**config.mk**
```make
export PLATFORM = sky130hd
export DESIGN_NAME = subband_combiner
export DESIGN_NICKNAME = d
export VERILOG_FILES = /design/src/rtl/subband_pkg.sv /design/src/rtl/sb_pair_stage.sv /design/src/rtl/sb_wide_stage.sv /design/src/rtl/sb_out_reg.sv /design/src/rtl/subband_combiner.sv
export SDC_FILE = /design/constraint.sdc
export NUM_CORES = 1
export LEC_CHECK = 0
export BUFFER_PORTS_ARGS = -buffer_cell sky130_fd_sc_hd__buf_2
export CORE_ASPECT_RATIO = 1.4
export CORE_UTILIZATION = 45
export DETAILED_ROUTE_END_ITERATION = 10
export PLACE_DENSITY = 0.71
export SLEW_MARGIN = 10
export SYNTH_ARGS = -nofsm -noshare
export SYNTH_HDL_FRONTEND = slang
export SYNTH_SLANG_ARGS = --single-unit
export TNS_END_PERCENT = 50
```
**constraint.sdc**
```tcl
create_clock -name clk -period 11.7 [get_ports clk]
set_input_delay 0 -clock clk [delete_from_list [all_inputs] [get_ports clk]]
set_output_delay 0 -clock clk [all_outputs]
set_load 0.01 [all_outputs]
```
**src/rtl/subband_pkg.sv**
```systemverilog
package subband_pkg;

    localparam int NBANDS = 9;
    localparam int NPAIRS = 4;
    localparam int SEL_W  = 6;
    localparam int GROW   = 2;
    localparam int NCOMB  = 8;

    typedef enum logic [1:0] {
        CTR_MID    = 2'd0,
        CTR_PAIR   = 2'd1,
        CTR_TRIPLE = 2'd2,
        CTR_DUO    = 2'd3
    } center_e;

    typedef enum logic [1:0] {
        WA_EDGE_NEAR  = 2'd0,
        WA_EDGE_INNER = 2'd1,
        WA_EDGE_ONLY  = 2'd2,
        WA_INNER_MID  = 2'd3
    } wide_a_e;

    typedef enum logic {
        WB_EDGE_INNER = 1'b0,
        WB_EDGE_NEAR  = 1'b1
    } wide_b_e;

    typedef struct packed {
        wide_b_e wb;
        wide_a_e wa;
        center_e ctr;
        logic    mirror;
    } sel_t;

    typedef enum int {
        OUT_EDGE_A  = 0,
        OUT_EDGE_B  = 1,
        OUT_INNER_A = 2,
        OUT_INNER_B = 3,
        OUT_CENTER  = 4,
        OUT_WIDE_A  = 5,
        OUT_WIDE_B  = 6,
        OUT_MIDDLE  = 7
    } comb_idx_e;

    function automatic sel_t decode_sel(input logic [SEL_W-1:0] s);
        sel_t d;
        d.mirror = s[0];
        d.ctr    = center_e'(s[2:1]);
        d.wa     = wide_a_e'(s[4:3]);
        d.wb     = wide_b_e'(s[5]);
        return d;
    endfunction

endpackage

```
**src/rtl/sb_pair_stage.sv**
```systemverilog
module sb_pair_stage
    import subband_pkg::*;
#(
    parameter int IN_W = 16,
    parameter int SUM_W = IN_W + GROW
) (
    input  logic [NBANDS*IN_W-1:0] bands_i,
    input  logic                   mirror_i,
    output logic [SUM_W-1:0]       edge_a_o,
    output logic [SUM_W-1:0]       edge_b_o,
    output logic [SUM_W-1:0]       inner_a_o,
    output logic [SUM_W-1:0]       inner_b_o,
    output logic [SUM_W-1:0]       near_o,
    output logic [SUM_W-1:0]       far_o,
    output logic [SUM_W-1:0]       side_o,
    output logic [SUM_W-1:0]       mid_o,
    output logic [SUM_W-1:0]       middle_o
);

    localparam int EXT = SUM_W - IN_W;

    logic [SUM_W-1:0] ext [NBANDS];
    logic [SUM_W-1:0] lo_pick [NPAIRS];
    logic [SUM_W-1:0] hi_pick [NPAIRS];

    // sign extension of every band to the sum width
    for (genvar g = 0; g < NBANDS; g++) begin : g_ext
        assign ext[g] = {{EXT{bands_i[g*IN_W+IN_W-1]}}, bands_i[g*IN_W +: IN_W]};
    end

    // one 2-input mux per mirrored pair (p, 8-p); mirror swaps the roles
    for (genvar p = 0; p < NPAIRS; p++) begin : g_pair
        assign lo_pick[p] = mirror_i ? ext[NBANDS-1-p] : ext[p];
        assign hi_pick[p] = mirror_i ? ext[p] : ext[NBANDS-1-p];
    end

    assign edge_a_o  = lo_pick[0] + lo_pick[1];
    assign edge_b_o  = hi_pick[0] + hi_pick[1];
    assign inner_a_o = lo_pick[2] + lo_pick[3];
    assign inner_b_o = hi_pick[2] + hi_pick[3];
    assign near_o    = lo_pick[2];
    assign far_o     = hi_pick[2];
    assign side_o    = lo_pick[3];
    assign mid_o     = ext[NPAIRS];
    assign middle_o  = ext[NPAIRS-1] + ext[NPAIRS] + ext[NPAIRS+1];

endmodule

```
**src/rtl/sb_wide_stage.sv**
```systemverilog
module sb_wide_stage
    import subband_pkg::*;
#(
    parameter int SUM_W = 18
) (
    input  sel_t             sel_i,
    input  logic [SUM_W-1:0] edge_a_i,
    input  logic [SUM_W-1:0] edge_b_i,
    input  logic [SUM_W-1:0] inner_a_i,
    input  logic [SUM_W-1:0] inner_b_i,
    input  logic [SUM_W-1:0] near_i,
    input  logic [SUM_W-1:0] far_i,
    input  logic [SUM_W-1:0] side_i,
    input  logic [SUM_W-1:0] mid_i,
    output logic [SUM_W-1:0] center_o,
    output logic [SUM_W-1:0] wide_a_o,
    output logic [SUM_W-1:0] wide_b_o
);

    always_comb begin
        unique case (sel_i.ctr)
            CTR_MID:    center_o = mid_i;
            CTR_PAIR:   center_o = inner_a_i;
            CTR_TRIPLE: center_o = inner_a_i + mid_i;
            CTR_DUO:    center_o = mid_i + side_i;
            default:    center_o = '0;
        endcase
    end

    always_comb begin
        unique case (sel_i.wa)
            WA_EDGE_NEAR:  wide_a_o = edge_a_i + near_i;
            WA_EDGE_INNER: wide_a_o = edge_a_i + inner_a_i;
            WA_EDGE_ONLY:  wide_a_o = edge_a_i;
            WA_INNER_MID:  wide_a_o = inner_b_i + mid_i;
            default:       wide_a_o = '0;
        endcase
    end

    always_comb begin
        unique case (sel_i.wb)
            WB_EDGE_INNER: wide_b_o = edge_b_i + inner_b_i;
            WB_EDGE_NEAR:  wide_b_o = edge_b_i + far_i;
            default:       wide_b_o = '0;
        endcase
    end

endmodule

```
**src/rtl/sb_out_reg.sv**
```systemverilog
module sb_out_reg
    import subband_pkg::*;
#(
    parameter int BAND_W = 144,
    parameter int SUM_W  = 18
) (
    input  logic                        clk,
    input  logic                        rst,
    input  logic                        load_i,
    input  logic [BAND_W-1:0]           band_d,
    input  logic [NCOMB-1:0][SUM_W-1:0] comb_d,
    output logic                        valid_q,
    output logic [BAND_W-1:0]           band_q,
    output logic [NCOMB-1:0][SUM_W-1:0] comb_q
);

    always_ff @(posedge clk) begin
        if (rst) begin
            valid_q <= 1'b0;
            band_q  <= '0;
            comb_q  <= '0;
        end else begin
            valid_q <= load_i;
            if (load_i) begin
                band_q <= band_d;
                comb_q <= comb_d;
            end
        end
    end

endmodule

```
**src/rtl/subband_combiner.sv**
```systemverilog
module subband_combiner
    import subband_pkg::*;
#(
    parameter int SAMPLE_W = 16
) (
    input  logic                         clk,
    input  logic                         rst,
    input  logic                         in_valid,
    input  logic                         comb_en,
    input  logic [SEL_W-1:0]             band_sel,
    input  logic [NBANDS*SAMPLE_W-1:0]   band_i,
    output logic                         out_valid,
    output logic [NBANDS*SAMPLE_W-1:0]   band_o,
    output logic [SAMPLE_W+GROW-1:0]     edge_a_o,
    output logic [SAMPLE_W+GROW-1:0]     edge_b_o,
    output logic [SAMPLE_W+GROW-1:0]     inner_a_o,
    output logic [SAMPLE_W+GROW-1:0]     inner_b_o,
    output logic [SAMPLE_W+GROW-1:0]     center_o,
    output logic [SAMPLE_W+GROW-1:0]     wide_a_o,
    output logic [SAMPLE_W+GROW-1:0]     wide_b_o,
    output logic [SAMPLE_W+GROW-1:0]     middle_o
);

    localparam int SUM_W  = SAMPLE_W + GROW;
    localparam int BAND_W = NBANDS * SAMPLE_W;

    sel_t sel;
    assign sel = decode_sel(band_sel);

    logic [NCOMB-1:0][SUM_W-1:0] comb_raw;
    logic [NCOMB-1:0][SUM_W-1:0] comb_gated;
    logic [NCOMB-1:0][SUM_W-1:0] comb_q;
    logic [SUM_W-1:0] near_w, far_w, side_w, mid_w;

    sb_pair_stage #(.IN_W(SAMPLE_W), .SUM_W(SUM_W)) u_pair (
        .bands_i   (band_i),
        .mirror_i  (sel.mirror),
        .edge_a_o  (comb_raw[OUT_EDGE_A]),
        .edge_b_o  (comb_raw[OUT_EDGE_B]),
        .inner_a_o (comb_raw[OUT_INNER_A]),
        .inner_b_o (comb_raw[OUT_INNER_B]),
        .near_o    (near_w),
        .far_o     (far_w),
        .side_o    (side_w),
        .mid_o     (mid_w),
        .middle_o  (comb_raw[OUT_MIDDLE])
    );

    sb_wide_stage #(.SUM_W(SUM_W)) u_wide (
        .sel_i     (sel),
        .edge_a_i  (comb_raw[OUT_EDGE_A]),
        .edge_b_i  (comb_raw[OUT_EDGE_B]),
        .inner_a_i (comb_raw[OUT_INNER_A]),
        .inner_b_i (comb_raw[OUT_INNER_B]),
        .near_i    (near_w),
        .far_i     (far_w),
        .side_i    (side_w),
        .mid_i     (mid_w),
        .center_o  (comb_raw[OUT_CENTER]),
        .wide_a_o  (comb_raw[OUT_WIDE_A]),
        .wide_b_o  (comb_raw[OUT_WIDE_B])
    );

    // combining disabled: every combined output is zero
    for (genvar i = 0; i < NCOMB; i++) begin : g_gate
        assign comb_gated[i] = comb_en ? comb_raw[i] : '0;
    end

    sb_out_reg #(.BAND_W(BAND_W), .SUM_W(SUM_W)) u_reg (
        .clk     (clk),
        .rst     (rst),
        .load_i  (in_valid),
        .band_d  (band_i),
        .comb_d  (comb_gated),
        .valid_q (out_valid),
        .band_q  (band_o),
        .comb_q  (comb_q)
    );

    assign edge_a_o  = comb_q[OUT_EDGE_A];
    assign edge_b_o  = comb_q[OUT_EDGE_B];
    assign inner_a_o = comb_q[OUT_INNER_A];
    assign inner_b_o = comb_q[OUT_INNER_B];
    assign center_o  = comb_q[OUT_CENTER];
    assign wide_a_o  = comb_q[OUT_WIDE_A];
    assign wide_b_o  = comb_q[OUT_WIDE_B];
    assign middle_o  = comb_q[OUT_MIDDLE];

endmodule

```
==> flow_summary.toml <==
[timing]
finalHoldViolCount = 0
setup_slack_ps = 5840
rsz0062_at_grt = "no"
max_freq_ghz = 0.171
worst_slew_pin_slew_ps = 1090
slew-limit-headroom_pct = 27.5
drv_slew = 0
fin_crit_ps = 5860
fin_worst_skew_ps = 0
timing.hold.ws_ps = 21.5
fin_crit_sh_pct = 50.1
finalSetupViolations = 0
setup_tns_ps = 0

[floorplan]
die_h_um = 249
die_w_um = 179
initial_core_util_pct = 45.6
core_um2 = 43000
die_area_um2 = 44500
rows = 90
io_pins = 443

[grt]
gr-total-overflow = 0
grt_pass1_vias = 19522
grt_max_degree = 106
grt_antenna_before_repair = 1
grt_pass1_wl_um = 113000
grt_usage_pct = 33.4

[route]
dr.pass1.iters = 5
viasPerCell = 5.76
wl_per_cell_um = 22.4
drt_iter0_markers = 1129
wl_um = 76200
drc = 0
drtAntennaViolNets = 0
vias = 19618

[power]
power_density_nw_per_um2 = 155
finalPower_mw = 3.87
p_leak_nw = 11.9
ir_drop_uv = 127

[synth]
postSynthAreaPerCell_um2 = 8.60
ys_seq_area_share_pct = 29.5
yosysWarnings = 0
synth.area.top_cells = "dfxtp_1, ha_1, mux2i_1, mux2_2, nor2_1"
syn-instance-count = 2283
syn_nets = 2612
async_reset_ff_share_pct = 0
synthDistinctLibCells = 81
netlist_area_um2 = 19600
synth_top_area_share_pct = 29.5
synth_top_flop_cell = "dfxtp_1"
ys_ff_latch = 289
yosysTopAreaCell = "dfxtp_1"
synth-edff-count = 0

[worst_setup_path]
cpMaxStageDelayCell = "buf_4"
rrSetupSlack_ps = 10460
cpMostUsedCell = "a21o_1"
critPathKind = "input port to flop"
r2r-start = "u_reg.band_q[142]"
crit_path_cell_trace = "buf_4 -> buf_4 -> mux2_2 -> ha_1 -> fa_1 -> a21o_1 -> a21oi_1 -> nor2_1 -> o21a_1 -> o41a_1 -> a21oi_1 -> o21bai_1 -> xor2_1 -> ha_1 -> a21o_1 -> a21o_1 -> or3_1 -> nor3_1 -> o21bai_1 -> o2111ai_1 -> nor3b_1 -> nor3b_1 -> a32o_1"
worstPathRequired_ps = 12180
cp-end-kind = "flop"
ff2ff_path_depth = 3
worstPathBufferInverterCount = 2
startpoint_type = "input port"
r2r_end = "u_reg.band_q[142]"
cp_top_family = "compound AO/OA/AOI/OAI gates"
worstPathMaxFanout = 85
cp_slowest_stage_delay_ps = 870
cp.arrival_ps = 6340

[placed_design]
dp_hpwl_um = 57900
placed_area_um2 = 22200
port_buffers = 442
dp.cells = 3182
post-place-ws_ps = 5290
gp_congestion = 0.999

[finish]
layout_common_cells = "buf_2, nor2_1, dfxtp_1, dlygate4sd3_1, ha_1"
utilization_pct = 57.9
layout_commonest_cell = "buf_2"
finalInstanceArea_um2 = 24900
drive_gt1_share_pct = 23.5
final_nets = 3158
fin_cells = 3406
area_delta_synth_final_pct = 26.9

[worst_hold_path]
hold_depth = 3
min_to = "u_reg.comb_q[102]"
hold_path.class = "input port to flop"
hp-start = "band_sel[4]"

[clock_network]
htree_levels = 1
cts_buffer_depth = 3
cts_tree = "yes"
cts_sinks = 289
cts_inserted_buffers = 30
clkLatencyLatePin_ps = 580
clk_pin_slew_worst_paths_ps = 60
clockRootBuffer = "clkbuf_16"

[status]
outcome = "finished clean"

[run]
cap_violations = 0
==> metal layers <==
layer	GRT usage (%)	part of all wire, %	routed length (um)	vias up
li1	-	-	-	9309
met1	35.9	37	28200	9301
met2	59.9	49	37600	782
met3	4.53	6.1	4620	226
met4	22.4	7.5	5750	0
met5	0	0	0	-
==> how the worst max path moves through the flow <==
stage,slack (ps),depth (start not counted),to,startpoint
2_1_floorplan,6260,24,u_reg.comb_q[107],band_sel[0]
3_3_place_gp,5420,23,u_reg.comb_q[107],band_sel[0]
3_5_place_dp,5290,23,u_reg.comb_q[107],band_sel[0]
4_1_cts,5880,23,u_reg.comb_q[107],band_sel[0]
5_1_grt,5270,23,u_reg.comb_q[105],band_sel[0]
6_report,5840,23,u_reg.comb_q[107],band_sel[0]
==> repair_timing <==
item                      4_1_cts  5_1_grt
hold buffers                  167        0
buffers inserted                0        0
gates resized for setup         0        0
hold endpoints to repair      182        0
==> synth_stat cells (6+ instances only) <==
cell,count
fa_1,10
and2_1,7
ha_1,165
a22oi_1,80
a21oi_1,146
nor3_1,26
nand2_1,124
a21o_1,57
a22o_1,17
o21ai_1,25
nor2_1,345
xnor2_1,78
o21ai_0,99
a211oi_1,18
buf_1,29
o211ai_1,8
nor2b_1,17
dfxtp_1,289
nand3_1,31
xor2_1,51
and3_1,14
inv_1,67
o21bai_1,21
nand2b_1,20
mux2_2,141
a31oi_1,19
or3_1,12
a32o_1,6
or2_2,7
o21a_1,17
clkbuf_1,73
mux2i_1,164
==> report_power, final <==
group	switching, mW	internal, mW	total, mW	leakage, nW
logic	1.03	0.723	1.76	9.08
clock network	0.441	0.558	1.00	0.489
registers	0.0433	1.07	1.11	2.37
==> layout make-up <==
cell class	count	area, um^2
well taps	552	691
clock buffers	35	791
fillers	3771	18100
multi-input cells	1818	13200
inverters	69	259
diodes	1	2.50
repair buffers	621	3990
flip-flops and latches	289	5790
clock inverters	21	230
==> flip-flops by register name, summed over array words and instances (netlist names) <==
signal,flops
u_reg.valid_q,1
u_reg.comb_q,144
u_reg.band_q,144
==> cell families (layout without fill, tap and decap cells) <==
logic type | count (synthesis) | in the layout | synth area share [%]
AOI/OAI and AO/OA | 577 | 577 | 19.2
xor gates and xnor gates | 129 | 129 | 5.76
other | 0 | 1 | 0
and+or+nand+nor | 632 | 632 | 14.0
adders and majority gates | 175 | 175 | 11.5
muxes | 305 | 305 | 16.5
DFF | 289 | 289 | 29.5
buffers and inverters | 176 | 746 | 3.55
==> worst reg2reg max path, cell delays in order, from the launching register on <==
cell,delay [ps]
dfxtp_1,320
mux2i_1,160
nor2_1,60
dlygate4sd3_1,590
Note: power is estimated with default switching activity, not from simulation.
